==> config.mk <==
export PLATFORM = sky130hd
export DESIGN_NAME = mdio_master
export DESIGN_NICKNAME = d
export VERILOG_FILES = /design/src/rtl/mdio_pkg.sv /design/src/rtl/mdio_ctrl.sv /design/src/rtl/mdio_dp.sv /design/src/rtl/mdio_master.sv
export SDC_FILE = /design/constraint.sdc
export NUM_CORES = 1
export LEC_CHECK = 0
export BUFFER_PORTS_ARGS = -buffer_cell sky130_fd_sc_hd__buf_2
export CORE_ASPECT_RATIO = 0.9
export CORE_UTILIZATION = 50
export CTS_CLUSTER_DIAMETER = 40
export CTS_CLUSTER_SIZE = 28
export DETAILED_ROUTE_END_ITERATION = 8
export GPL_ROUTABILITY_DRIVEN = 0
export PLACE_DENSITY = 0.7
export SLEW_MARGIN = 30
export SYNTH_ARGS = -nofsm -noshare
export SYNTH_HDL_FRONTEND = slang
export SYNTH_SLANG_ARGS = --single-unit
export TNS_END_PERCENT = 50
==> constraint.sdc <==
create_clock -name clk -period 1.9 [get_ports clk]
set_input_delay 0.19 -clock clk [delete_from_list [all_inputs] [get_ports clk]]
set_output_delay 0.19 -clock clk [all_outputs]
set_load 0.05 [all_outputs]
==> src/rtl/mdio_pkg.sv <==
package mdio_pkg;
  localparam logic [4:0] OFS_CMD   = 5'h00;
  localparam logic [4:0] OFS_ADDR  = 5'h04;
  localparam logic [4:0] OFS_WDATA = 5'h08;
  localparam logic [4:0] OFS_RDATA = 5'h0C;
  localparam logic [4:0] OFS_STAT  = 5'h10;
  localparam int START_BIT = 14;

  typedef enum logic [1:0] {
    ST_IDLE,
    ST_LEAD,
    ST_SHIFT,
    ST_TAIL
  } seqState_t;

  // strobes from the sequencer to the datapath
  typedef struct packed {
    logic load;
    logic shift;
    logic capture;
    logic finish;
  } dpStrobe_t;
endpackage

==> src/rtl/mdio_ctrl.sv <==
module mdio_ctrl
  import mdio_pkg::*;
#(
  parameter int MDC_HALF  = 2,
  parameter int FRAME_LEN = 64,
  parameter int IDX_W     = 6
) (
  input  logic             clk,
  input  logic             rstN,
  input  logic             startReq,
  output dpStrobe_t        strobe,
  output logic             busy,
  output logic             mdc,
  output logic [IDX_W-1:0] bitIdx
);
  localparam int DIV_W = (MDC_HALF > 1) ? $clog2(MDC_HALF) : 1;
  localparam logic [DIV_W-1:0] DIV_LAST = DIV_W'(MDC_HALF - 1);
  localparam logic [IDX_W-1:0] BIT_LAST = IDX_W'(FRAME_LEN - 1);

  seqState_t state;
  logic [DIV_W-1:0] divCnt;
  logic tick, rise, fall;

  assign tick = (divCnt == DIV_LAST);
  assign rise = tick && !mdc;
  assign fall = tick && mdc;
  assign busy = (state != ST_IDLE);

  always_comb begin
    strobe = '0;
    strobe.load    = (state == ST_IDLE) && startReq;
    strobe.capture = (state == ST_SHIFT) && rise;
    strobe.shift   = (state == ST_SHIFT) && rise && (bitIdx != BIT_LAST);
    strobe.finish  = (state == ST_TAIL) && fall;
  end

  always_ff @(posedge clk or negedge rstN) begin
    if (!rstN) begin
      state  <= ST_IDLE;
      divCnt <= '0;
      mdc    <= 1'b0;
      bitIdx <= '0;
    end else begin
      case (state)
        ST_IDLE: begin
          if (startReq) begin
            state  <= ST_LEAD;
            divCnt <= '0;
            mdc    <= 1'b0;
            bitIdx <= '0;
          end
        end
        default: begin
          divCnt <= tick ? '0 : divCnt + 1'b1;
          if (tick) mdc <= ~mdc;
          if (state == ST_LEAD && rise) state <= ST_SHIFT;
          if (state == ST_SHIFT && rise) begin
            if (bitIdx == BIT_LAST) state <= ST_TAIL;
            else bitIdx <= bitIdx + 1'b1;
          end
          if (state == ST_TAIL && fall) state <= ST_IDLE;
        end
      endcase
    end
  end
endmodule

==> src/rtl/mdio_dp.sv <==
module mdio_dp
  import mdio_pkg::*;
#(
  parameter int PRE_LEN   = 32,
  parameter int FRAME_LEN = 64,
  parameter int IDX_W     = 6
) (
  input  logic             clk,
  input  logic             rstN,
  input  logic             busWrite,
  input  logic [4:0]       busAddr,
  input  logic [15:0]      busWdata,
  output logic [15:0]      busRdata,
  input  dpStrobe_t        strobe,
  input  logic             busy,
  input  logic [IDX_W-1:0] bitIdx,
  output logic             startReq,
  input  logic             mdioIn,
  output logic             mdioOut,
  output logic             mdioOe
);
  localparam logic [IDX_W-1:0] TA1_IDX  = IDX_W'(PRE_LEN + 14);
  localparam logic [IDX_W-1:0] TA2_IDX  = IDX_W'(PRE_LEN + 15);
  localparam logic [IDX_W-1:0] DATA_IDX = IDX_W'(PRE_LEN + 16);

  logic [13:0] cmdReg;
  logic [15:0] addrReg, wdataReg, rdataReg, rxShift;
  logic rdErr, isRead, taBit;
  logic [FRAME_LEN-1:0] shiftReg;

  // frame assembly from the incoming command word
  logic c22Sel, readOp;
  logic [1:0] opSel, stPat, taPat;
  logic [15:0] payload;
  logic [FRAME_LEN-1:0] frameWord;

  always_comb begin
    c22Sel = (busWdata[13:12] == 2'b01);
    opSel  = busWdata[11:10];
    readOp = c22Sel ? (opSel == 2'd2) : opSel[1];
    stPat  = c22Sel ? 2'b01 : 2'b00;
    taPat  = readOp ? 2'b11 : 2'b10;
    if (readOp) payload = 16'hFFFF;
    else if (!c22Sel && opSel == 2'd0) payload = addrReg;
    else payload = wdataReg;
    frameWord = {{PRE_LEN{1'b1}}, stPat, opSel, busWdata[9:5], busWdata[4:0], taPat, payload};
  end

  assign startReq = busWrite && (busAddr == OFS_CMD) && busWdata[START_BIT] && !busy;
  assign mdioOut  = shiftReg[FRAME_LEN-1];
  assign mdioOe   = busy && !(isRead && (bitIdx >= TA1_IDX));

  always_comb begin
    case (busAddr)
      OFS_CMD:   busRdata = {1'b0, busy, cmdReg};
      OFS_ADDR:  busRdata = addrReg;
      OFS_WDATA: busRdata = wdataReg;
      OFS_RDATA: busRdata = rdataReg;
      OFS_STAT:  busRdata = {15'd0, rdErr};
      default:   busRdata = 16'd0;
    endcase
  end

  always_ff @(posedge clk or negedge rstN) begin
    if (!rstN) begin
      cmdReg   <= '0;
      addrReg  <= '0;
      wdataReg <= '0;
      rdataReg <= '0;
      rxShift  <= '0;
      rdErr    <= 1'b0;
      isRead   <= 1'b0;
      taBit    <= 1'b0;
      shiftReg <= '0;
    end else begin
      if (busWrite && !busy && busAddr == OFS_CMD) cmdReg <= busWdata[13:0];
      if (busWrite && busAddr == OFS_ADDR) addrReg <= busWdata;
      if (busWrite && busAddr == OFS_WDATA) wdataReg <= busWdata;

      if (strobe.load) begin
        shiftReg <= frameWord;
        isRead   <= readOp;
      end else if (strobe.shift) begin
        shiftReg <= {shiftReg[FRAME_LEN-2:0], 1'b0};
      end

      if (strobe.capture) begin
        if (bitIdx == TA2_IDX) taBit <= mdioIn;
        if (bitIdx >= DATA_IDX) rxShift <= {rxShift[14:0], mdioIn};
      end

      if (strobe.finish && isRead) begin
        rdErr <= taBit;
        if (!taBit) rdataReg <= rxShift;
      end
    end
  end
endmodule

==> src/rtl/mdio_master.sv <==
module mdio_master
  import mdio_pkg::*;
#(
  parameter int MDC_HALF = 2,
  parameter int PRE_LEN  = 32
) (
  input  logic        clk,
  input  logic        rstN,
  input  logic        busWrite,
  input  logic [4:0]  busAddr,
  input  logic [15:0] busWdata,
  output logic [15:0] busRdata,
  output logic        mdc,
  output logic        mdioOut,
  output logic        mdioOe,
  input  logic        mdioIn
);
  localparam int FRAME_LEN = PRE_LEN + 32;
  localparam int IDX_W     = $clog2(FRAME_LEN);

  dpStrobe_t strobe;
  logic busy, startReq;
  logic [IDX_W-1:0] bitIdx;

  mdio_ctrl #(.MDC_HALF(MDC_HALF), .FRAME_LEN(FRAME_LEN), .IDX_W(IDX_W)) u_ctrl (
    .clk(clk), .rstN(rstN), .startReq(startReq), .strobe(strobe),
    .busy(busy), .mdc(mdc), .bitIdx(bitIdx)
  );

  mdio_dp #(.PRE_LEN(PRE_LEN), .FRAME_LEN(FRAME_LEN), .IDX_W(IDX_W)) u_dp (
    .clk(clk), .rstN(rstN), .busWrite(busWrite), .busAddr(busAddr),
    .busWdata(busWdata), .busRdata(busRdata), .strobe(strobe), .busy(busy),
    .bitIdx(bitIdx), .startReq(startReq), .mdioIn(mdioIn),
    .mdioOut(mdioOut), .mdioOe(mdioOe)
  );
endmodule

# After elaboration in Yosys (flattened, before gate mapping)
# Cells that the tools add are included.
totals:
  output_inout_bits: 19
  in_bits: 25
  elab_cells: 90
  regBits: 155
classes:
  eq_ne: 14
  addsub: 2
  n_bitwise: 2
  n_reduce_logical: 34
  order_cmp: 2
  mux: 23
op_table:
  columns: ["operator", "n"]
  rows:
  - ["$mux W64", 2]
  - ["$pmux W16 S5", 1]
  - ["$mux W16", 2]
  - ["$mux W6", 4]
  - ["$logic_and A1 B1 Y1", 18]
  - ["$eq A6 B6 Y1 const B", 2]
  - ["$ge A6 B6 Y1 const B", 2]
  - ["$mux W2", 6]
  - ["$eq A5 B4 Y1 const B", 2]
  - ["$mux W1", 8]
  - ["$reduce_and A2 Y1", 4]
  - ["$reduce_bool A2 Y1", 4]
  - ["$add A6 B1 Y6 const B", 1]
  - ["$eq A2 B2 Y1 const B", 3]
  - ["$ne A6 B6 Y1 const B", 1]
  - ["$eq A5 B3 Y1 const B", 1]
  - ["$eq A5 B5 Y1 const B", 1]
  - ["$logic_not A5 Y1", 1]
  - ["$eq A2 B1 Y1 const B", 2]
  - ["$logic_not A1 Y1", 4]
  - ["$logic_not A2 Y1", 2]
  - ["$ne A2 B1 Y1 const B", 2]
  - ["$reduce_and A3 Y1", 1]
  - ["$not A1 Y1", 2]
  - ["$add A1 B1 Y1 const B", 1]

# Depth between registers and ports, before layout
# Gate-level depths: netlist (run 1).
logic_depth:
  depth_word: 8
  mapped_depth: 8
  mapped_depth_nobuf: 5

# Cells and area by module
# From an unflattened synthesis (run 1), not the netlist that was laid out.
hier_totals:
  hier_cells: 607
  hier_area_um2: 7110.6
by_module_without_submodules:
  columns: ["module", "seq_area_each_um2", "n_inst", "area_per_inst_um2", "cells_each"]
  rows:
  - ["mdio_dp", 3628.5, 1, 6513.7, 551]
  - ["mdio_ctrl", 250.2, 1, 596.8, 56]

# Least setup slack after synthesis (run 1)
# No wires, ideal clock.
synth_timing:
  path_kind: "reg2reg"
  start: "register u_ctrl.mdc"
  end: "register u_dp.rdataReg[10]"
  period_less_slack_ns: 1.967
  t_arrival_ns: 1.843
  required_time_ns: 1.775
  stages_incl_launch_ff: 6
  slack_ns: -0.067
  cell_sequence: "dfrtp_1 > and4_1 > nand2_1 > nor2_2 > buf_2 > mux2_2"
synth_via:
  elab_chain_cells: 4
synth_lines:
  columns: ["item", "line", "text"]
  rows:
  - ["start, declared", "mdio_ctrl.sv:13", "output logic mdc,"]
  - ["start signal, assigned", "mdio_ctrl.sv:55", "if (tick) mdc <= ~mdc;"]
  - ["$logic_and A1 B1 Y1", "mdio_ctrl.sv:26", "assign fall = tick && mdc;"]
  - ["$logic_and A1 B1 Y1", "mdio_ctrl.sv:34", "strobe.finish = (state == ST_TAIL) && fall;"]
  - ["$logic_and A1 B1 Y1", "mdio_dp.sv:92", "if (strobe.finish && isRead) begin"]
  - ["$reduce_and A2 Y1 (no source line)", null, null]
  - ["end signal, assigned", "mdio_dp.sv:94", "if (!taBit) rdataReg <= rxShift;"]
  - ["end, declared", "mdio_dp.sv:27", "logic [15:0] addrReg, wdataReg, rdataReg, rxShift;"]
# Every way passes these cells.
# A chain may end at the register's enable or synchronous reset.

# Worst setup path after layout (run 1)
layout_timing:
  start: "register u_ctrl.bitIdx[0]"
  end: "output mdioOe"
layout_via:
  elab_chain_cells: 4
layout_lines:
  columns: ["item", "line", "text"]
  rows:
  - ["start, declared", "mdio_ctrl.sv:14", "output logic [IDX_W-1:0] bitIdx"]
  - ["start signal, assigned", "mdio_ctrl.sv:59", "else bitIdx <= bitIdx + 1'b1;"]
  - ["$ge A6 B6 Y1", "mdio_dp.sv:51", "assign mdioOe = busy && !(isRead && (bitIdx >= TA1_IDX));"]
  - ["$logic_and A1 B1 Y1", "mdio_dp.sv:51", null]
  - ["$logic_not A1 Y1", "mdio_dp.sv:51", null]
  - ["$logic_and A1 B1 Y1", "mdio_dp.sv:51", null]
  - ["end, declared", "mdio_master.sv:15", "output logic mdioOe,"]
# Every way passes these cells.

==> results.py, run 1 <==
metrics = {
    "yosys": {
        "ys_top_cells_by_count": "dfrtp_1 (155), nand2_1 (96), mux2_2 (69), nand3_1 (39), a22oi_1 (29)",
        "syn_inst": 565,
        "syn_area_mm2": 0.006789,
        "synth_xor_area_share_pct": 0.1290,
        "synth_compound_area_share_pct": 13.55,
        "synth_fa_ha_area_share_pct": 0.5345,
        "async_flop_share_pct": 100.0,
        "synthDistinctLibCells": 46,
        "syn_area_per_cell_um2": 12.02,
        "muxShareOfSynthArea_pct": 13.95,
        "yosys.area_share.simple_pct": 11.67,
        "yosysWarnings": 0,
        "yosysMostFrequentCell": "dfrtp_1",
        "synth_ff_type": "dfrtp_1",
        "yosysTopAreaCell": "dfrtp_1",
        "synth_edf_count": 0,
        "synth_top_family_by_area": "multiplexers",
        "yosysSeqAreaShare_pct": 57.13,
        "yosys.area.top_type_share_pct": 57.13,
        "syn_nets": 592,
        "ys_seq_elements": 155,
        "ys_top_cells_by_area": "dfrtp_1 (57%), mux2_2 (11%), nand2_1 (5.3%), a22oi_1 (3.2%), nand3_1 (2.9%)",
    },
    "timing": {
        "setup_viol": 0,
        "fin_crit_ns": 1.853,
        "fin_crit_sh_pct": 97.55,
        "hold_viol": 0,
        "hold_ws_ns": 0.02343,
        "rsz0062_at_grt": "yes",
        "max-slew-margin-rel_pct": 54.37,
        "fmax_mhz": 539.5,
        "finClkSkew_ns": 0.01112,
        "maxSlewViolCount": 0,
        "worst_pin_slew_ns": 0.6829,
    },
    "floorplanning": {
        "die-width_um": 124.8,
        "fp.coreArea_mm2": 0.01331,
        "start_util_pct": 51.00,
        "io_pins": 44,
        "rows": 40,
        "die-height_um": 112.5,
        "dieArea_mm2": 0.01405,
    },
    "routing": {
        "first_pass_iters": 6,
        "vias": 4745,
        "drc": 2,
        "postRouteAntennaNets": 0,
        "drt_iter0_markers": 294,
        "via_per_inst": 5.873,
        "wl_per_cell_um": 18.88,
        "finalWirelength_mm": 15.26,
    },
    "power_and_ir_drop": {
        "total_power_w": 0.007172,
        "p_per_area_mw_per_mm2": 883.8,
        "p_leak_nw": 3.983,
        "ir_drop_mv": 0.6758,
    },
    "place": {
        "hpwlAfterDp_mm": 10.18,
        "place.port_buffers": 43,
        "placed_cells_incl_taps": 773,
    },
    "global_routing": {
        "grt_usage_pct": 23.44,
        "grt_max_degree": 63,
        "grt_use_met3_pct": 5.529,
        "antenna_found_initial": 0,
        "grt_pass1_wl_mm": 25.43,
        "grtUsageMet1_pct": 30.31,
        "use_met2_pct": 38.88,
        "grt_overflow": 0,
        "grt_pass1_vias": 4985,
        "top_usage_layer": "met2",
    },
    "flow_run": {
        "drv_cap": 0,
    },
    "finish": {
        "syn_to_final_growth_pct": 19.54,
        "drive_gt1_share_pct": 34.69,
        "seq_area_mm2": 0.003880,
        "diodes": 0,
        "multi_input_area_mm2": 0.002759,
        "final_nets": 654,
        "layout.cells.non_filler": 808,
        "fillers": 1058,
    },
    "cts": {
        "cts_made_buffers": 17,
        "clkSinkCount": 155,
        "htree_levels": 4,
        "root_buffer": "clkbuf_16",
        "cts_tree": "done",
        "clk_latency_ns": 0.42,
        "clkSlewWorstSetupHoldPaths_ns": 0.06,
        "clock_path_buffers": 2,
    },
    "critical_path": {
        "crit_type": "reg -> out",
        "r2r_start": "u_ctrl.bitIdx[0]",
        "startpoint": "u_ctrl.bitIdx[0]",
        "worstPathArrival_ns": 1.66,
        "crit_path_max_fanout": 2,
        "critPathRequiredTime_ns": 1.71,
        "r2r_setup_slack_ns": 0.11,
        "startpoint_type": "flip-flop",
        "crit_end": "mdioOe",
        "r2r_cells": 7,
        "critPathCaptureType": "primary output",
        "r2r_end": "u_dp.shiftReg[19]",
    },
    "worst_hold_path": {
        "hp-class": "in -> reg",
    },
    "status": {
        "outcome": "finished with violations",
        "violations": "design-rule violations",
    },
}
how the worst min path moves through the flow:
stage / cells after the start / slack (ns) / from / end
after detailed placement: 1 / 0.1 / rstN / u_dp.shiftReg[57]
after global routing: 2 / 0.01 / mdioIn / u_dp.taBit
final: 2 / 0.02 / mdioIn / u_dp.rxShift[0]
after floorplan: 0 / -0.11 / rstN / u_ctrl.bitIdx[0]
after global placement: 1 / 0.09 / rstN / u_dp.shiftReg[57]
after CTS: 2 / 0.007 / mdioIn / u_dp.rxShift[0]
critical path, cell delays in order, from the launching register on:
cell and delay, ns:
dfrtp_1 0.37, buf_6 0.11, inv_2 0.04, ha_4 0.15, nor2_4 0.07, o21bai_1 0.07
a31oi_1 0.20, buf_4 0.23
where the power goes:
| group | leakage [nW] | switching, W | total (W) | internal (W) |
|---|---|---|---|---|
| Combinational | 1.74 | 0.000208 | 0.000391 | 0.000184 |
| Sequential | 1.97 | 0.000120 | 0.00356 | 0.00344 |
| Clock | 0.268 | 0.00138 | 0.00323 | 0.00184 |
stage by stage:
step | utilization, % | area (um2) | TNS, ns | setup WS, ns
after CTS | 60.69 | 8079 | -0.004582 | -0.004582
after global routing | 60.96 | 8115 | -0.04666 | -0.04666
after global placement | 55.89 | 7441 | -3.529 | -0.1467
after floorplan | - | 6790 | 0 | 0.007006
final | 60.96 | 8115 | 0 | 0.04650
after detailed placement | 55.93 | 7446 | -0.2632 | -0.08941
state kept, by name, indices dropped and copies added (netlist names):
| signal | cells |
|---|---|
| u_ctrl.divCnt | 1 |
| u_dp.cmdReg | 14 |
| u_ctrl.bitIdx | 6 |
| u_dp.rdataReg | 16 |
| u_dp.addrReg | 16 |
| u_dp.rdErr | 1 |
| u_dp.isRead | 1 |
| u_dp.taBit | 1 |
| u_ctrl.mdc | 1 |
| u_ctrl.state | 2 |
| u_dp.shiftReg | 64 |
| u_dp.rxShift | 16 |
| u_dp.wdataReg | 16 |
metal layers:
metal  vias to the layer above  share of wire [%]
li1                       2200                  -
met1                      2447                 45
met2                        85                 50
met3                        13                3.9
met4                         0                1.1
met5                         -                  0
logic make-up after synthesis:
kind of cell,Yosys count
compound gates,112
xor+xnor,1
fa+ha+maj,3
buf+inv,43
flops,155
mux,81
simple gates,170
cells in the final DEF (no fill, tap or decap), drive strengths merged, types with 7 or more instances in the layout:
| cell | instances |
|---|---|
| dfrtp | 155 |
| nand2 | 98 |
| buf | 82 |
| mux2 | 79 |
| nand3 | 39 |
| a22oi | 29 |
| clkbuf | 20 |
| a221o | 17 |
| o221a | 15 |
| nor2 | 14 |
| a21o | 12 |
| a22o | 11 |
| inv | 9 |
| a31oi | 7 |
cell type report:
class	count	share of cell area [%]
flip-flops and latches	155	47.81
multi-input cells	367	34.00
repair buffers	83	8.480
clock buffers	20	5.381
well taps	168	2.590
clock inverters	12	1.603
inverters	3	0.1388
what timing repair did:
action                                 CTS  global route
gates resized for setup                 13             7
setup endpoints to repair               33            52
endpoints found under the hold margin   29             0
hold buffers                             1             0
pin swaps                                4             6
setup buffers                            2             0
No activity file was read; power rests on OpenSTA's default activity.
==> inputs of run 2 (changes only) <==
--- a/config.mk
+++ b/config.mk
@@ -11,8 +11,7 @@
 export CTS_CLUSTER_DIAMETER = 40
 export CTS_CLUSTER_SIZE = 28
 export DETAILED_ROUTE_END_ITERATION = 8
-export GPL_ROUTABILITY_DRIVEN = 0
-export PLACE_DENSITY = 0.7
+export PLACE_DENSITY = 0.68
 export SLEW_MARGIN = 30
 export SYNTH_ARGS = -nofsm -noshare
 export SYNTH_HDL_FRONTEND = slang
==> constraint.sdc (replaced) <==
create_clock -name clk -period 2.2 [get_ports clk]
set_input_delay 0.22 -clock clk [delete_from_list [all_inputs] [get_ports clk]]
set_output_delay 0.22 -clock clk [all_outputs]
set_load 0.05 [all_outputs]
==> results.py, run 2 (synthesis results as in run 1) <==
metrics = {
    "critical_path": {
        "cpMostUsedCell": "buf_2",
        "crit_type": "in -> out",
        "critical_path.max_stage_delay_ns": 0.41,
        "critPathCaptureType": "primary output",
        "worstPathArrival_ns": 1.76,
        "startpoint_type": "input port",
        "path_cells": "buf_2, or3_4, nor3_1, buf_4, o21ai_0, nand3_1, buf_2",
        "critPathRequiredTime_ns": 1.98,
        "crit_path_max_fanout": 14,
        "critPathSlowestCell": "or3_4",
    },
    "floorplanning": {
        "rows": 40,
        "io_pins": 44,
        "fp.coreArea_mm2": 0.01331,
        "start_util_pct": 51.00,
        "dieArea_mm2": 0.01405,
        "die-height_um": 112.5,
        "die-width_um": 124.8,
    },
    "place": {
        "gp_congestion": 0.8076,
        "place.port_buffers": 43,
        "placed_cells_incl_taps": 755,
        "hpwlAfterDp_mm": 9.918,
    },
    "power_and_ir_drop": {
        "p_per_area_mw_per_mm2": 814.0,
        "p_sw_share_pct": 22.11,
        "ir_drop_mv": 0.6720,
        "power.internal_w": 0.004986,
        "p_leak_nw": 3.869,
        "pwr-share-clk_pct": 46.9,
        "p_switching_w": 0.001416,
        "pwr-share-comb_pct": 5.2,
        "power.share.sequential_pct": 48.0,
    },
    "finish": {
        "largest-register": "u_dp.shiftReg",
        "fillers": 1071,
        "largest_reg_flops": 64,
        "final_nets": 634,
        "syn_to_final_growth_pct": 15.85,
        "final_util_pct": 59.08,
        "diodes": 0,
        "final_cell_mix": "dfrtp_1 (155), nand2_1 (96), mux2_2 (69), buf_2 (42), nand3_1 (39)",
        "layout.cells.non_filler": 787,
        "drive_gt1_share_pct": 31.83,
        "final_common_cell": "dfrtp_1",
    },
    "global_routing": {
        "grt_usage_pct": 23.06,
        "grt_pass1_vias": 4693,
        "antenna_found_initial": 0,
        "grt_pass1_wl_mm": 24.91,
        "grt_overflow": 0,
        "grt_max_degree": 68,
    },
    "routing": {
        "drt_iter0_markers": 324,
        "finalWirelength_mm": 14.93,
        "first_pass_iters": 9,
        "via_per_inst": 5.962,
        "wl_per_cell_um": 18.98,
        "vias": 4692,
        "drc": 2,
        "postRouteAntennaNets": 0,
    },
    "timing": {
        "rsz0062_at_grt": "no",
        "maxSlewViolCount": 0,
        "fin_crit_ns": 1.980,
        "setup-tns-final_ns": 0,
        "max-slew-margin-rel_pct": 56.52,
        "fmax_mhz": 505.0,
        "finClkSkew_ns": 0.008229,
        "hold_ws_ns": 0.05163,
        "setup_viol": 0,
        "worst_pin_slew_ns": 0.6506,
        "hold_viol": 0,
        "fin_crit_sh_pct": 90.01,
    },
    "worst_hold_path": {
        "hp-class": "in -> reg",
    },
    "cts": {
        "clock_path_buffers": 2,
        "cts_made_buffers": 17,
        "root_buffer": "clkbuf_16",
        "clkSinkCount": 155,
        "clkSlewWorstSetupHoldPaths_ns": 0.06,
        "cts_tree": "done",
        "clk_latency_ns": 0.42,
        "htree_levels": 4,
    },
    "status": {
        "violations": "design-rule violations",
        "outcome": "finished with violations",
    },
    "flow_run": {
        "drv_cap": 0,
    },
}
## run 2: per-stage QoR
stage          instance area, um2  setup WS, ns  total power, W
6_report                     7865        0.2198        0.006402
5_1_grt                      7865        0.1034        0.006622
4_1_cts                      7856        0.1407        0.006447
3_5_place_dp                 7234        0.1876        0.003447
3_3_place_gp                 7229        0.1501        0.003428
2_1_floorplan                6789        0.2328        0.003271
## run 2: worst paths after layout
path                       cells past startpoint                end              start  slack, ns
max                                            7       busRdata[14]         busAddr[2]       0.22
min                                            2         u_dp.taBit             mdioIn       0.05
max reg2reg                                    6   u_ctrl.bitIdx[5]   u_ctrl.bitIdx[0]       0.31
min reg2reg                                    1  u_dp.shiftReg[18]  u_dp.shiftReg[18]       0.48
max in group asynchronous                      3     u_dp.cmdReg[8]               rstN       1.16
min in group asynchronous                      2  u_dp.shiftReg[51]               rstN       0.36
## run 2: worst max-delay path: cells and delay by family
family / cells / cell delay (ns)
AOI/OAI and AO/OA: 1 / 0.15
buffers and inverters: 3 / 0.65
and+or+nand+nor: 3 / 0.72
## run 2: repair_timing
| action | 4_1_cts | 5_1_grt |
|---|---|---|
| hold buffers | 1 | 0 |
| endpoints found under the setup margin | 0 | 2 |
| setup buffers | 0 | 0 |
| resized for setup | 0 | 1 |
| endpoints found under the hold margin | 63 | 0 |
## run 2: final cells by class
class / instances / area (um2) / area share (%)
Timing Repair Buffer: 63 / 424.2 / 5.393
Inverter: 3 / 11.26 / 0.1432
Clock buffer: 21 / 470.5 / 5.982
Tap cell: 168 / 210.2 / 2.673
Clock inverter: 10 / 141.4 / 1.798
Multi-Input combinational cell: 367 / 2729 / 34.70
Sequential cell: 155 / 3879 / 49.32
## run 2: power groups by stage
stage / logic [W] / registers [W] / clock network, W
after floorplan: 0.000188 / 0.00308 / 0
after global placement: 0.000321 / 0.00311 / 0
after detailed placement: 0.000332 / 0.00311 / 0
after CTS: 0.000335 / 0.00307 / 0.00305
after global routing: 0.000362 / 0.00308 / 0.00318
final: 0.000330 / 0.00307 / 0.00300
## run 2: layer usage
metal	wire length, um	part of all wire [%]	global-route usage, %
met1	6881	46	31.64
met2	7217	48	36.22
met3	660	4.4	5.481
met4	176	1.2	8.049
met5	0	0	0
==> inputs of run 3 (changes only) <==
--- a/config.mk
+++ b/config.mk
@@ -11,7 +11,7 @@
 export CTS_CLUSTER_DIAMETER = 40
 export CTS_CLUSTER_SIZE = 28
 export DETAILED_ROUTE_END_ITERATION = 8
-export PLACE_DENSITY = 0.68
+export PLACE_DENSITY = 0.7
 export SLEW_MARGIN = 30
 export SYNTH_ARGS = -nofsm -noshare
 export SYNTH_HDL_FRONTEND = slang
==> results.py, run 3 (synthesis results as in run 1) <==
metrics = {
    "status": {
        "outcome": "finished with violations",
        "violations": "design-rule violations",
    },
    "global_routing": {
        "antenna_found_initial": 0,
        "grt_usage_pct": 23.06,
        "grt_max_degree": 68,
        "grt_overflow": 0,
        "grt_pass1_wl_mm": 24.87,
        "grt_pass1_vias": 4833,
    },
    "routing": {
        "postRouteAntennaNets": 0,
        "wl_per_cell_um": 18.92,
        "vias": 4705,
        "drt_iter0_markers": 387,
        "finalWirelength_mm": 14.93,
        "drc": 2,
        "first_pass_iters": 7,
        "via_per_inst": 5.963,
    },
    "critical_path": {
        "worstPathArrival_ns": 2.33,
        "critPathRequiredTime_ns": 2.51,
        "critPathCaptureType": "flip-flop",
        "crit_path_max_fanout": 67,
        "startpoint_type": "flip-flop",
        "crit_type": "reg -> reg",
    },
    "timing": {
        "maxSlewViolCount": 0,
        "fmax_mhz": 496.1,
        "setup_viol": 0,
        "rsz0062_at_grt": "no",
        "fin_crit_ns": 2.016,
        "fin_crit_sh_pct": 91.63,
        "finClkSkew_ns": 0.005374,
        "setup-tns-final_ns": 0,
        "max-slew-margin-rel_pct": 55.16,
        "worst_pin_slew_ns": 0.6710,
        "hold_viol": 0,
    },
    "floorplanning": {
        "io_pins": 44,
        "fp.coreArea_mm2": 0.01331,
        "die-width_um": 124.8,
        "dieArea_mm2": 0.01405,
        "start_util_pct": 51.00,
        "rows": 40,
        "die-height_um": 112.5,
    },
    "cts": {
        "clkSlewWorstSetupHoldPaths_ns": 0.07,
        "clock_path_buffers": 2,
        "htree_levels": 4,
        "cts_made_buffers": 17,
        "root_buffer": "clkbuf_16",
        "clkSinkCount": 155,
        "postCtsSetupBuffers": 0,
        "clk_latency_ns": 0.43,
        "cts_tree": "done",
    },
    "finish": {
        "syn_to_final_growth_pct": 15.78,
        "layout.cells.non_filler": 789,
        "final_nets": 635,
        "final_common_cell": "dfrtp_1",
        "final_cell_mix": "dfrtp_1 (155), nand2_1 (96), mux2_2 (69), buf_2 (42), nand3_1 (39)",
        "final_cell_area_mm2": 0.007860,
        "largest_reg_flops": 64,
        "fillers": 1067,
        "drive_gt1_share_pct": 32.05,
        "largest-register": "u_dp.shiftReg",
        "diodes": 0,
    },
    "place": {
        "hpwlAfterDp_mm": 9.759,
        "placed_cells_incl_taps": 756,
        "placed_cell_area_mm2": 0.007217,
        "place.port_buffers": 43,
        "gp_congestion": 0.8303,
    },
    "flow_run": {
        "drv_cap": 0,
    },
    "power_and_ir_drop": {
        "total_power_w": 0.006491,
        "ir_drop_mv": 0.5856,
        "p_per_area_mw_per_mm2": 825.9,
        "p_leak_nw": 3.874,
    },
    "worst_hold_path": {
        "hp-class": "in -> reg",
    },
}
==> run 3: changes by cell type in the layout (fill, tap and decap cells not counted), sizes merged <==
cell / change
clkinv: +2
clkbuf: -3
clkinvlp: -1
buf: +1
inv: +2
bufinv: +1
==> run 3: where the power goes <==
part / internal (W) / switching (W) / total [W]
clock network: 0.00190 / 0.00119 / 0.00309
registers: 0.00297 / 0.000103 / 0.00307
logic: 0.000149 / 0.000177 / 0.000326
total: 0.00502 / 0.00147 / 0.00649
==> run 3: final timing paths <==
path / from / end / slack [ns] / cells past startpoint
max: u_ctrl.bitIdx[0] / u_ctrl.bitIdx[5] / 0.18 / 6
max reg2reg: u_ctrl.bitIdx[0] / u_ctrl.bitIdx[5] / 0.18 / 6
min: busWdata[15] / u_dp.wdataReg[15] / 0.04 / 2
min reg2reg: u_dp.shiftReg[21] / u_dp.shiftReg[21] / 0.49 / 1
max in group asynchronous: rstN / u_dp.rxShift[0] / 1.13 / 3
min in group asynchronous: rstN / u_ctrl.bitIdx[5] / 0.31 / 2
==> run 3: area by class of cell <==
class	instances	area, um2	share of cell area [%]
timing repair buffer	64	406.6	5.174
clock buffer	18	429.2	5.460
sequential	155	3879	49.35
tap	168	210.2	2.674
clock inverter	14	195.2	2.483
inverter	3	11.26	0.1433
multi-input combinational	367	2729	34.72
==> run 3: stage by stage <==
step                      util [%]  hold WS (ns)  setup slack [ns]
after floorplan                  -      -0.07559            0.2328
final                        59.04       0.04021            0.1842
after detailed placement     54.21        0.2258           0.06448
after CTS                    58.98       0.02687           0.04543
after global placement       54.17        0.2209           0.05577
after global routing         59.04       0.02666           0.05208
==> run 3: critical path, cell delays in order, from the launching register on <==
cell and delay (ns):
dfrtp_1 0.45, ha_1 0.27, and3_1 0.24, a31oi_4 0.27, buf_12 0.31, o22ai_1 0.12, a22o_1 0.24
==> run 3: repair_timing <==
item	in CTS	in global routing
hold endpoints to repair	54	0
endpoints found under the setup margin	0	39
hold buffers	1	0
gates resized for setup	0	1
==> run 3: layer usage <==
metal | track usage [%] | part of all wire, % | vias up | wire, um
met5 | 0 | 0 | - | 0
met4 | 6.911 | 1.0 | 0 | 155
met3 | 6.625 | 4.9 | 15 | 737
met2 | 37.49 | 50 | 106 | 7435
met1 | 30.20 | 44 | 2435 | 6603
li1 | - | - | 2149 | -
